===== src/rtl/bbs_pkg.sv =====
package bbs_pkg;
  typedef enum logic [3:0] {
    CMD_STOP = 4'h0,
    CMD_ACT  = 4'h1,
    CMD_RD   = 4'h2,
    CMD_WR   = 4'h3,
    CMD_PRE  = 4'h4,
    CMD_NOP  = 4'hF
  } cmd_e;

  typedef enum logic [2:0] {
    ST_IDLE,
    ST_ACT,
    ST_GAP,
    ST_CMD,
    ST_DATA,
    ST_PRE
  } state_e;
endpackage


===== src/rtl/bbs_fsm.sv =====
module bbs_fsm
  import bbs_pkg::*;
#(
  parameter int HALF_W = 8,
  parameter int COL_W  = 5,
  parameter int LEN_W  = 6,
  parameter int TRCD_W = 2
) (
  input  logic              clk,
  input  logic              rst_n,
  input  logic              req_valid,
  input  logic [HALF_W-1:0] req_bank,
  input  logic [HALF_W-1:0] req_row,
  input  logic [COL_W-1:0]  req_col,
  input  logic [LEN_W-1:0]  req_len,
  input  logic              req_write,
  input  logic [TRCD_W-1:0] cfg_trcd,
  output state_e            st,
  output logic [HALF_W-1:0] lat_bank,
  output logic [HALF_W-1:0] lat_row,
  output logic [COL_W-1:0]  cur_col,
  output logic              lat_write,
  output logic              stop_now,
  output logic              wr_pull,
  output logic              req_ready
);
  localparam logic [LEN_W-1:0]  MIN_LEN = LEN_W'(2);
  localparam logic [LEN_W-1:0]  ONE_L   = LEN_W'(1);
  localparam logic [TRCD_W-1:0] ONE_T   = TRCD_W'(1);

  logic [LEN_W-1:0]  eff_len;
  logic [LEN_W-1:0]  wcnt;
  logic [TRCD_W-1:0] trcd_q;
  logic [TRCD_W-1:0] gcnt;

  always_ff @(posedge clk) begin
    if (!rst_n) begin
      st        <= ST_IDLE;
      lat_bank  <= '0;
      lat_row   <= '0;
      cur_col   <= '0;
      lat_write <= 1'b0;
      eff_len   <= MIN_LEN;
      wcnt      <= '0;
      trcd_q    <= '0;
      gcnt      <= '0;
    end else begin
      case (st)
        ST_IDLE: if (req_valid) begin
          lat_bank  <= req_bank;
          lat_row   <= req_row;
          cur_col   <= req_col;
          lat_write <= req_write;
          eff_len   <= (req_len < MIN_LEN) ? MIN_LEN : req_len;
          trcd_q    <= cfg_trcd;
          st        <= ST_ACT;
        end
        ST_ACT: begin
          gcnt <= trcd_q;
          st   <= (trcd_q == '0) ? ST_CMD : ST_GAP;
        end
        ST_GAP: begin
          gcnt <= gcnt - ONE_T;
          if (gcnt == ONE_T) st <= ST_CMD;
        end
        ST_CMD: begin
          wcnt <= ONE_L;
          st   <= ST_DATA;
        end
        ST_DATA: begin
          cur_col <= cur_col + COL_W'(1);
          wcnt    <= wcnt + ONE_L;
          if (wcnt == eff_len) st <= ST_PRE;
        end
        ST_PRE:  st <= ST_IDLE;
        default: st <= ST_IDLE;
      endcase
    end
  end

  assign req_ready = (st == ST_IDLE);
  assign stop_now  = (st == ST_DATA) && (wcnt == eff_len - ONE_L);
  assign wr_pull   = lat_write &&
                     ((st == ST_CMD) || ((st == ST_DATA) && (wcnt != eff_len)));
endmodule


===== src/rtl/bbs_bus_fmt.sv =====
module bbs_bus_fmt
  import bbs_pkg::*;
#(
  parameter int ADQ_W = 16,
  parameter int COL_W = 5
) (
  input  logic                 clk,
  input  logic                 rst_n,
  input  state_e               st,
  input  logic                 stop_now,
  input  logic                 lat_write,
  input  logic [ADQ_W/2-1:0]   lat_bank,
  input  logic [ADQ_W/2-1:0]   lat_row,
  input  logic [COL_W-1:0]     cur_col,
  input  logic                 wr_take,
  input  logic [2*ADQ_W-1:0]   wr_data,
  output logic [3:0]           mem_cmd,
  output logic [ADQ_W-1:0]     adq_rise,
  output logic [ADQ_W-1:0]     adq_fall,
  output logic                 adq_oe,
  output logic                 beat_valid
);
  localparam int HALF_W = ADQ_W / 2;
  localparam int PAD_W  = HALF_W - COL_W;

  logic [2*ADQ_W-1:0] wbuf;
  logic [ADQ_W-1:0]   addr;

  always_ff @(posedge clk) begin
    if (!rst_n)       wbuf <= '0;
    else if (wr_take) wbuf <= wr_data;
  end

  always_comb begin
    mem_cmd    = CMD_NOP;
    addr       = '0;
    adq_oe     = 1'b0;
    beat_valid = 1'b0;
    adq_rise   = '0;
    adq_fall   = '0;
    case (st)
      ST_ACT: begin
        mem_cmd = CMD_ACT;
        addr    = {lat_bank, lat_row};
        adq_oe  = 1'b1;
      end
      ST_GAP: begin
        mem_cmd = CMD_STOP;
        adq_oe  = 1'b1;
      end
      ST_CMD: begin
        mem_cmd = lat_write ? CMD_WR : CMD_RD;
        addr    = {lat_bank, {PAD_W{1'b0}}, cur_col};
        adq_oe  = 1'b1;
      end
      ST_DATA: begin
        mem_cmd    = stop_now ? CMD_STOP : CMD_NOP;
        beat_valid = 1'b1;
        adq_oe     = lat_write;
      end
      ST_PRE: begin
        mem_cmd = CMD_PRE;
        addr    = {lat_bank, {HALF_W{1'b0}}};
        adq_oe  = 1'b1;
      end
      default: mem_cmd = CMD_NOP;
    endcase
    if (st == ST_DATA) begin
      if (lat_write) begin
        adq_rise = wbuf[ADQ_W-1:0];
        adq_fall = wbuf[2*ADQ_W-1:ADQ_W];
      end
    end else begin
      adq_rise = addr;
      adq_fall = addr;
    end
  end
endmodule


===== src/rtl/bbs_rd_cap.sv =====
module bbs_rd_cap #(
  parameter int ADQ_W = 16
) (
  input  logic               clk,
  input  logic               rst_n,
  input  logic               capture,
  input  logic [ADQ_W-1:0]   dq_rise,
  input  logic [ADQ_W-1:0]   dq_fall,
  output logic               rd_valid,
  output logic [2*ADQ_W-1:0] rd_data
);
  always_ff @(posedge clk) begin
    if (!rst_n) begin
      rd_valid <= 1'b0;
      rd_data  <= '0;
    end else begin
      rd_valid <= capture;
      if (capture) rd_data <= {dq_fall, dq_rise};
    end
  end
endmodule


===== src/rtl/bank_burst_seq.sv =====
module bank_burst_seq
  import bbs_pkg::*;
#(
  parameter int ADQ_W  = 16,
  parameter int COL_W  = 5,
  parameter int LEN_W  = 6,
  parameter int TRCD_W = 2
) (
  input  logic                 clk,
  input  logic                 rst_n,
  input  logic [TRCD_W-1:0]    cfg_trcd,
  input  logic                 req_valid,
  output logic                 req_ready,
  input  logic [ADQ_W/2-1:0]   req_bank,
  input  logic [ADQ_W/2-1:0]   req_row,
  input  logic [COL_W-1:0]     req_col,
  input  logic [LEN_W-1:0]     req_len,
  input  logic                 req_write,
  input  logic                 wr_valid,
  output logic                 wr_ready,
  input  logic [2*ADQ_W-1:0]   wr_data,
  output logic                 rd_valid,
  output logic [2*ADQ_W-1:0]   rd_data,
  output logic [3:0]           mem_cmd,
  output logic [ADQ_W-1:0]     mem_adq_rise,
  output logic [ADQ_W-1:0]     mem_adq_fall,
  output logic                 mem_adq_oe,
  input  logic [ADQ_W-1:0]     mem_dq_rise_in,
  input  logic [ADQ_W-1:0]     mem_dq_fall_in,
  output logic                 beat_valid,
  output logic [COL_W-1:0]     beat_col,
  output logic                 done
);
  localparam int HALF_W = ADQ_W / 2;

  state_e            st;
  logic [HALF_W-1:0] lat_bank;
  logic [HALF_W-1:0] lat_row;
  logic [COL_W-1:0]  cur_col;
  logic              lat_write;
  logic              stop_now;
  logic              wr_pull;

  bbs_fsm #(
    .HALF_W(HALF_W), .COL_W(COL_W), .LEN_W(LEN_W), .TRCD_W(TRCD_W)
  ) u_fsm (
    .clk(clk), .rst_n(rst_n),
    .req_valid(req_valid), .req_bank(req_bank), .req_row(req_row),
    .req_col(req_col), .req_len(req_len), .req_write(req_write),
    .cfg_trcd(cfg_trcd),
    .st(st), .lat_bank(lat_bank), .lat_row(lat_row), .cur_col(cur_col),
    .lat_write(lat_write), .stop_now(stop_now), .wr_pull(wr_pull),
    .req_ready(req_ready)
  );

  bbs_bus_fmt #(.ADQ_W(ADQ_W), .COL_W(COL_W)) u_fmt (
    .clk(clk), .rst_n(rst_n), .st(st), .stop_now(stop_now),
    .lat_write(lat_write), .lat_bank(lat_bank), .lat_row(lat_row),
    .cur_col(cur_col), .wr_take(wr_pull && wr_valid), .wr_data(wr_data),
    .mem_cmd(mem_cmd), .adq_rise(mem_adq_rise), .adq_fall(mem_adq_fall),
    .adq_oe(mem_adq_oe), .beat_valid(beat_valid)
  );

  bbs_rd_cap #(.ADQ_W(ADQ_W)) u_rd (
    .clk(clk), .rst_n(rst_n),
    .capture((st == ST_DATA) && !lat_write),
    .dq_rise(mem_dq_rise_in), .dq_fall(mem_dq_fall_in),
    .rd_valid(rd_valid), .rd_data(rd_data)
  );

  assign wr_ready = wr_pull;
  assign beat_col = cur_col;
  assign done     = (st == ST_PRE);
endmodule


===== config.mk =====
export PLATFORM = sky130hd
export DESIGN_NAME = bank_burst_seq
export DESIGN_NICKNAME = d
export VERILOG_FILES = /design/src/rtl/bbs_pkg.sv /design/src/rtl/bbs_fsm.sv /design/src/rtl/bbs_bus_fmt.sv /design/src/rtl/bbs_rd_cap.sv /design/src/rtl/bank_burst_seq.sv
export SDC_FILE = /design/constraint.sdc
export NUM_CORES = 1
export LEC_CHECK = 0
export BUFFER_PORTS_ARGS = -buffer_cell sky130_fd_sc_hd__buf_2
export CAP_MARGIN = 15
export CELL_PAD_IN_SITES_DETAIL_PLACEMENT = 0
export CELL_PAD_IN_SITES_GLOBAL_PLACEMENT = 1
export CORE_MARGIN = 4
export CORE_UTILIZATION = 37
export CTS_CLUSTER_DIAMETER = 80
export DETAILED_ROUTE_END_ITERATION = 12
export PLACE_DENSITY = 0.85
export SYNTH_ARGS = -nofsm -noshare
export SYNTH_HDL_FRONTEND = slang
export SYNTH_HIERARCHICAL = 1
export SYNTH_SLANG_ARGS = --single-unit

===== constraint.sdc =====
create_clock -name clk -period 2.8 [get_ports clk]
set_clock_uncertainty 0.15 [all_clocks]
set_input_delay 0 -clock clk [delete_from_list [all_inputs] [get_ports clk]]
set_output_delay 0 -clock clk [all_outputs]
set_load 0.05 [all_outputs]

==> reports/metrics.json, run 1 <==
{
  "outcome": {
    "outcome": "finished clean"
  },
  "worst_setup_path": {
    "crit_path_dat_ns": 2.62,
    "setup.reg_to_reg.worst_slack_ns": 0.22,
    "rr_endpoint": "u_fmt/wbuf[15]",
    "crit_type": "reg -> out",
    "kind_of_end_point_of_the_critical_path": "output pin",
    "timing.critical_path.fanout_max": 4,
    "worst_r2r_start": "u_fsm/wcnt[3]",
    "startpoint_type": "flop",
    "worst-r2r-cell-count": 7,
    "worstPathRequired_ns": 2.65
  },
  "sta": {
    "report.final.slew_viol_count": 0,
    "final.setup.tns_ns": 0,
    "worst_slew_margin_rel": 0.452,
    "period_share": 0.989,
    "final-hold-violation-count": 0,
    "setup_violations": 0,
    "period_needed_ns": 2.77,
    "layout_setup_ws_ns": 0.0294,
    "worstMarginPinSlew_ns": 0.818,
    "fin_worst_hold_slack_ns": 0.0835,
    "rsz_0062_raised_after_global_routing": "yes",
    "fmaxAchievable_mhz": 361
  },
  "yosys": {
    "synth.avg_cell_area_um2": 9.83,
    "synthesis.yosys.warnings": 6,
    "postSynthRegisterBits": 106,
    "synth_edf_count": 0,
    "syn-num-nets": 615,
    "netlist.area_leader.share": 0.421,
    "synth-async-reset-ratio": 0,
    "synthesis.area_um2": 5040,
    "number_of_cells_produced_by_synthesis": 513,
    "synth_cell_types": 57,
    "synth_seq_area_share": 0.421,
    "synth_top_cell_by_area": "dfxtp_1",
    "synthFlopType": "dfxtp_1",
    "yosys-top-cells-area": "dfxtp_1 42%, mux2i_1 14%, nor2b_1 8.3%, a21boi_0 4.3%, nand2_1 4.1%"
  },
  "placement": {
    "detailedPlacementHpwl_um": 10300,
    "port_buffers": 176,
    "place_congestion": 0.864,
    "detailed_place.area_um2": 6030,
    "pre_cts_ws_ns": 0.235
  },
  "layout": {
    "drive_gt1_frac": 0.297,
    "finish.net_count": 875,
    "finalInstanceArea_um2": 7380,
    "antenna_cells_inserted": 0,
    "syn2layout_area_growth_pct": 46.5
  },
  "cts": {
    "clkTransAtPathRegs_ns": 0.07,
    "cts.path.max_buffers": 2,
    "clock_latency_ns": 0.35,
    "numCtsBuffers": 9,
    "root_buffer": "clkbuf_16",
    "tritoncts": "done",
    "numClockSinks": 106,
    "ctsHtreeMaxLevel": 3
  },
  "die": {
    "dieHeight_um": 125,
    "initial_core_utilization": 0.379,
    "io-pin-count": 177,
    "rows": 42,
    "design.die.area_um2": 15600,
    "die_width_um": 125,
    "core_box_area_um2": 13300
  },
  "global_route": {
    "grt_overflow": 0,
    "grt_pass1_wl_um": 25900,
    "grt_antenna_before_repair": 0,
    "groute.usage.overall": 0.202,
    "first_global_vias": 5128,
    "pin_count_of_the_biggest_net_entering_global_routing": 52
  },
  "detailed_routing": {
    "drt-wirelength-per-cell_um": 16.4,
    "vias": 4738,
    "route.final.wire_length_um": 15700,
    "detail_route.drc_violations": 0,
    "first_iter_violations": 166,
    "postRouteAntennaNets": 0,
    "firstDrtPassIters": 4,
    "post_drt_via_cell_ratio": 4.97
  },
  "job": {
    "drv.max_cap_violation_count": 0
  },
  "hold_path": {
    "worstHoldPathCells": 5,
    "worst_hold_startpoint": "req_valid",
    "hold_path_class": "in -> reg",
    "holdPathEnd": "u_fsm/lat_write"
  },
  "pwr": {
    "power_leakage_uw": 0.00297,
    "vdd.ir_drop.worst_mv": 0.402,
    "pwr_density_cell_nw_per_um2": 542
  }
}
## cells in the final DEF (no fill, tap or decap), drive strengths merged, types with 4 or more instances in the layout
cell | Yosys | layout
nor2b | 67 | 67
o2bb2ai | 10 | 10
o21ai | 7 | 7
a22o | 22 | 22
nand2b | 7 | 7
a21oi | 9 | 9
nand4 | 4 | 4
ha | 4 | 4
clkbuf | 16 | 9
nor4b | 4 | 4
xnor2 | 7 | 7
nand2 | 55 | 55
buf | 21 | 191
inv | 4 | 6
dlygate4sd3 | 0 | 95
a21boi | 30 | 30
mux2i | 72 | 72
nor3 | 5 | 5
and2 | 10 | 10
nor2 | 11 | 11
dfxtp | 106 | 106
## power breakdown
part	switching [µW]	internal (µW)
logic	680	453
registers	83.5	1590
clock network	587	610
## kinds of logic after synthesis
logic type / count (synthesis) / synth area share
adders and majority gates: 4 / 0.00993
AOI/OAI and AO/OA: 102 / 0.159
xor gates and xnor gates: 10 / 0.0174
and+or+nand+nor: 177 / 0.196
buffers and inverters: 41 / 0.0516
DFF: 106 / 0.421
muxes: 73 / 0.145
## worst max path at each step
stage,start,to,slack (ns),cells past startpoint
CTS,u_fsm/eff_len[0],mem_cmd[2],-0.001,8
detailed placement,u_fsm/eff_len[0],mem_cmd[1],0.23,7
finish,u_fsm/eff_len[0],mem_cmd[2],0.03,8
floorplan,u_fsm/st[1],u_fmt/wbuf[0],0.14,9
global placement,u_fsm/eff_len[0],mem_cmd[1],0.30,7
global route,u_fsm/eff_len[0],mem_cmd[2],-0.06,8
## routing by layer
metal	vias to the layer above	track usage	share of wire
met1	2226	0.227	0.40
met2	171	0.354	0.50
met5	-	0	0
li1	2319	-	-
met4	0	0.0716	0.020
met3	22	0.0712	0.075
## stage by stage
stage,util,cells,power (µW)
2_1_floorplan,-,513,2380
3_3_place_gp,0.454,840,2650
3_5_place_dp,0.454,840,2670
4_1_cts,0.553,954,4020
5_1_grt,0.555,954,4210
6_report,0.555,954,4000
## synth_stat cells, drive strengths merged (4+ instances only)
library cell and n:
nor3 5, inv 4, nor2b 67, o21ai 7, mux2i 72, a21oi 9
nand2b 7, clkbuf 16, nand4 4, o2bb2ai 10, a21boi 30, nor4b 4
ha 4, buf 21, xnor2 7, and2 10, nor2 11, nand2 55
a22o 22, dfxtp 106
## critical path: stages, from the launching register on
cell       delay, ns
dfxtp_4         0.36
or4_4           0.56
o211ai_4        0.21
o311ai_4        0.14
a2111oi_4       0.33
buf_4           0.20
nand2_1         0.05
mux2_4          0.28
buf_8           0.15
## area by class of cell
cell class / count / area, µm²
Fill cell: 1155 / 5910
Multi-Input combinational cell: 366 / 2770
Clock buffer: 9 / 225
Clock inverter: 7 / 53.8
Tap cell: 176 / 220
Sequential cell: 106 / 2130
Timing Repair Buffer: 286 / 1970
Inverter: 4 / 15.0
## registers in the layout (all words and copies together) (netlist names)
| register | count |
|---|---|
| u_fsm/st | 3 |
| u_rd/rd_valid | 1 |
| u_fsm/trcd_q | 2 |
| u_fsm/lat_write | 1 |
| u_fsm/wcnt | 6 |
| u_fsm/lat_bank | 8 |
| u_rd/rd_data | 32 |
| u_fsm/lat_row | 8 |
| u_fsm/eff_len | 6 |
| u_fsm/cur_col | 5 |
| u_fmt/wbuf | 32 |
| u_fsm/gcnt | 2 |
## what timing repair did
action                                  4_1_cts  5_1_grt
hold endpoints to repair                     94        0
buffers inserted                              3        0
hold buffers                                 95        0
endpoints found under the setup margin        4       36
resized for setup                            13       11
pin swaps                                     2        1
Note: power is estimated with default switching activity, not from simulation.
==> run 2, diff against run 1 <==
BUFFER_PORTS_ARGS = not set   (was -buffer_cell sky130_fd_sc_hd__buf_2)
CORE_MARGIN = not set   (was 4)
CORE_UTILIZATION = 47   (was 37)
DONT_BUFFER_PORTS = 1   (was not set)
PLACE_DENSITY = 0.84   (was 0.85)
==> run 2 against run 1 <==
Worst setup slack gained 0.0075 ns. Utilization grew 10 points. Combinational power shrank 12%. Non-clock buffer count shrank 140. Critical endpoint is now mem_cmd[1]. Power shrank 9.6%. Die area shrank 28%. Final area shrank 7.7%. Sequential share of layout area grew 2.3 points. Critical path depth shrank 1. Clock-buffer cell count is the same.
==> reports/metrics.json, run 2 (same netlist as run 1, synthesis figures left out) <==
{
  "sta": {
    "worstMarginPinSlew_ns": 0.799,
    "setup_violations": 0,
    "period_needed_ns": 2.76,
    "worst_slew_margin_rel": 0.464,
    "fmaxAchievable_mhz": 362,
    "final.setup.tns_ns": 0,
    "period_share": 0.987,
    "final-hold-violation-count": 0,
    "report.final.slew_viol_count": 0
  },
  "global_route": {
    "grt_overflow": 0,
    "first_global_vias": 4396,
    "grt_pass1_wl_um": 22300,
    "groute.usage.overall": 0.252,
    "pin_count_of_the_biggest_net_entering_global_routing": 107,
    "grt_antenna_before_repair": 0
  },
  "placement": {
    "place_congestion": 0.805,
    "dp_cells": 660,
    "port_buffers": 0,
    "detailedPlacementHpwl_um": 8460
  },
  "layout": {
    "finish.net_count": 735,
    "mostFrequentLayoutCells": "104 x dfxtp_1, 96 x dlygate4sd3_1, 72 x mux2i_1, 67 x nor2b_1, 55 x nand2_1",
    "reg.largest.list": "u_fmt/wbuf: 32 flops, u_rd/rd_data: 32 flops",
    "final-seq-area_um2": 2120,
    "fillCellCount": 825,
    "finish.cell_count_without_fillers": 773,
    "syn2layout_area_growth_pct": 35.2,
    "drive_gt1_frac": 0.135,
    "antenna_cells_inserted": 0,
    "multi_input_area_um2": 2750,
    "final_common_cell": "dfxtp_1"
  },
  "hold_path": {
    "worstHoldPathCells": 4,
    "hold_path_class": "in -> reg"
  },
  "job": {
    "drv.max_cap_violation_count": 0
  },
  "worst_setup_path": {
    "worstPathCellList": "or4_4 -> o211ai_4 -> o311ai_4 -> a2111oi_4 -> buf_4 -> a21oi_2 -> o22a_2",
    "worst-r2r-cell-count": 7,
    "worstPathRequired_ns": 2.65,
    "critical_path.slowest_cell": "or4_4",
    "crit_path_dat_ns": 2.61,
    "crit_type": "reg -> out",
    "setup.reg_to_reg.worst_slack_ns": 0.28,
    "worst_r2r_start": "u_fsm/wcnt[3]",
    "timing.critical_path.fanout_max": 7,
    "setup.worst_path.end": "mem_cmd[1]",
    "cpPeakStageDelay_ns": 0.56,
    "kind_of_end_point_of_the_critical_path": "output pin",
    "launch_point_of_the_critical_path": "u_fsm/eff_len[0]",
    "startpoint_type": "flop",
    "rr_endpoint": "u_fmt/wbuf[9]"
  },
  "pwr": {
    "vdd.ir_drop.worst_mv": 0.298,
    "pwr_density_cell_nw_per_um2": 530,
    "power_leakage_uw": 0.00236
  },
  "detailed_routing": {
    "post_drt_via_cell_ratio": 5.47,
    "first_iter_violations": 224,
    "drt-wirelength-per-cell_um": 18.1,
    "postRouteAntennaNets": 0,
    "detail_route.drc_violations": 0,
    "vias": 4225,
    "firstDrtPassIters": 4,
    "route.final.wire_length_um": 14000
  },
  "die": {
    "initial_core_utilization": 0.486,
    "die_width_um": 106,
    "design.die.area_um2": 11100,
    "core_box_area_um2": 10400,
    "rows": 37,
    "io-pin-count": 177,
    "dieHeight_um": 106
  },
  "cts": {
    "clock_latency_ns": 0.36,
    "tritoncts": "done",
    "clkTransAtPathRegs_ns": 0.12,
    "ctsHtreeMaxLevel": 3,
    "cts.path.max_buffers": 2,
    "numClockSinks": 106,
    "numCtsBuffers": 9,
    "root_buffer": "clkbuf_8"
  },
  "outcome": {
    "outcome": "finished clean"
  }
}
## run 2: worst max-delay path: cells and delay by family, from the launching register on
kind / cells / cell delay (ns)
compound gates: 5 / 1.13
buf+inv: 1 / 0.18
flops: 1 / 0.38
simple gates: 1 / 0.56
## run 2: cell type report
type / count / share of cell area
Multi-Input combinational cell: 366 / 0.404
Sequential cell: 106 / 0.312
Timing Repair Buffer: 146 / 0.232
Tap cell: 136 / 0.0250
Clock buffer: 9 / 0.0182
Clock inverter: 6 / 0.00716
Inverter: 4 / 0.00220
## run 2: power by group
part           switching [µW]  total, µW  internal [µW]
registers                 151       1740           1590
clock network             554        886            331
logic                     578        992            414
## run 2: layer usage
metal | vias to the layer above | part of all wire | global-route usage
met5 | - | 0 | 0
met4 | 0 | 0.019 | 0.0823
met3 | 22 | 0.061 | 0.0569
met2 | 145 | 0.52 | 0.460
met1 | 2018 | 0.40 | 0.289
li1 | 2040 | - | -
## run 2: worst min path at each step
stage / startpoint / to
after floorplan: req_len[1] / u_fsm/eff_len[1]
after global placement: rst_n / u_fsm/eff_len[1]
after detailed placement: rst_n / u_fsm/eff_len[1]
after CTS: req_valid / u_fsm/lat_row[2]
after global routing: req_valid / u_fsm/lat_row[2]
final: req_valid / u_fsm/lat_row[2]
## run 2: metrics by stage
| stage | hold WS [ns] | power (µW) | cell area [µm²] | setup slack [ns] | util |
|---|---|---|---|---|---|
| detailed placement | -0.0658 | 2600 | 5600 | 0.193 | 0.540 |
| floorplan | -0.0259 | 2380 | 5050 | 0.140 | - |
| finish | 0.0486 | 3620 | 6820 | 0.0369 | 0.657 |
| CTS | 0.0325 | 3610 | 6770 | -0.00614 | 0.653 |
| global route | 0.0633 | 3780 | 6820 | -0.0810 | 0.657 |
| global placement | -0.0681 | 2570 | 5600 | 0.328 | 0.540 |
## run 2: timing repair
action,4_1_cts,5_1_grt
resized for setup,3,8
endpoints found under the setup margin,4,7
setup buffers,0,1
hold buffers,97,0
pin swaps,0,1
hold endpoints to repair,106,0
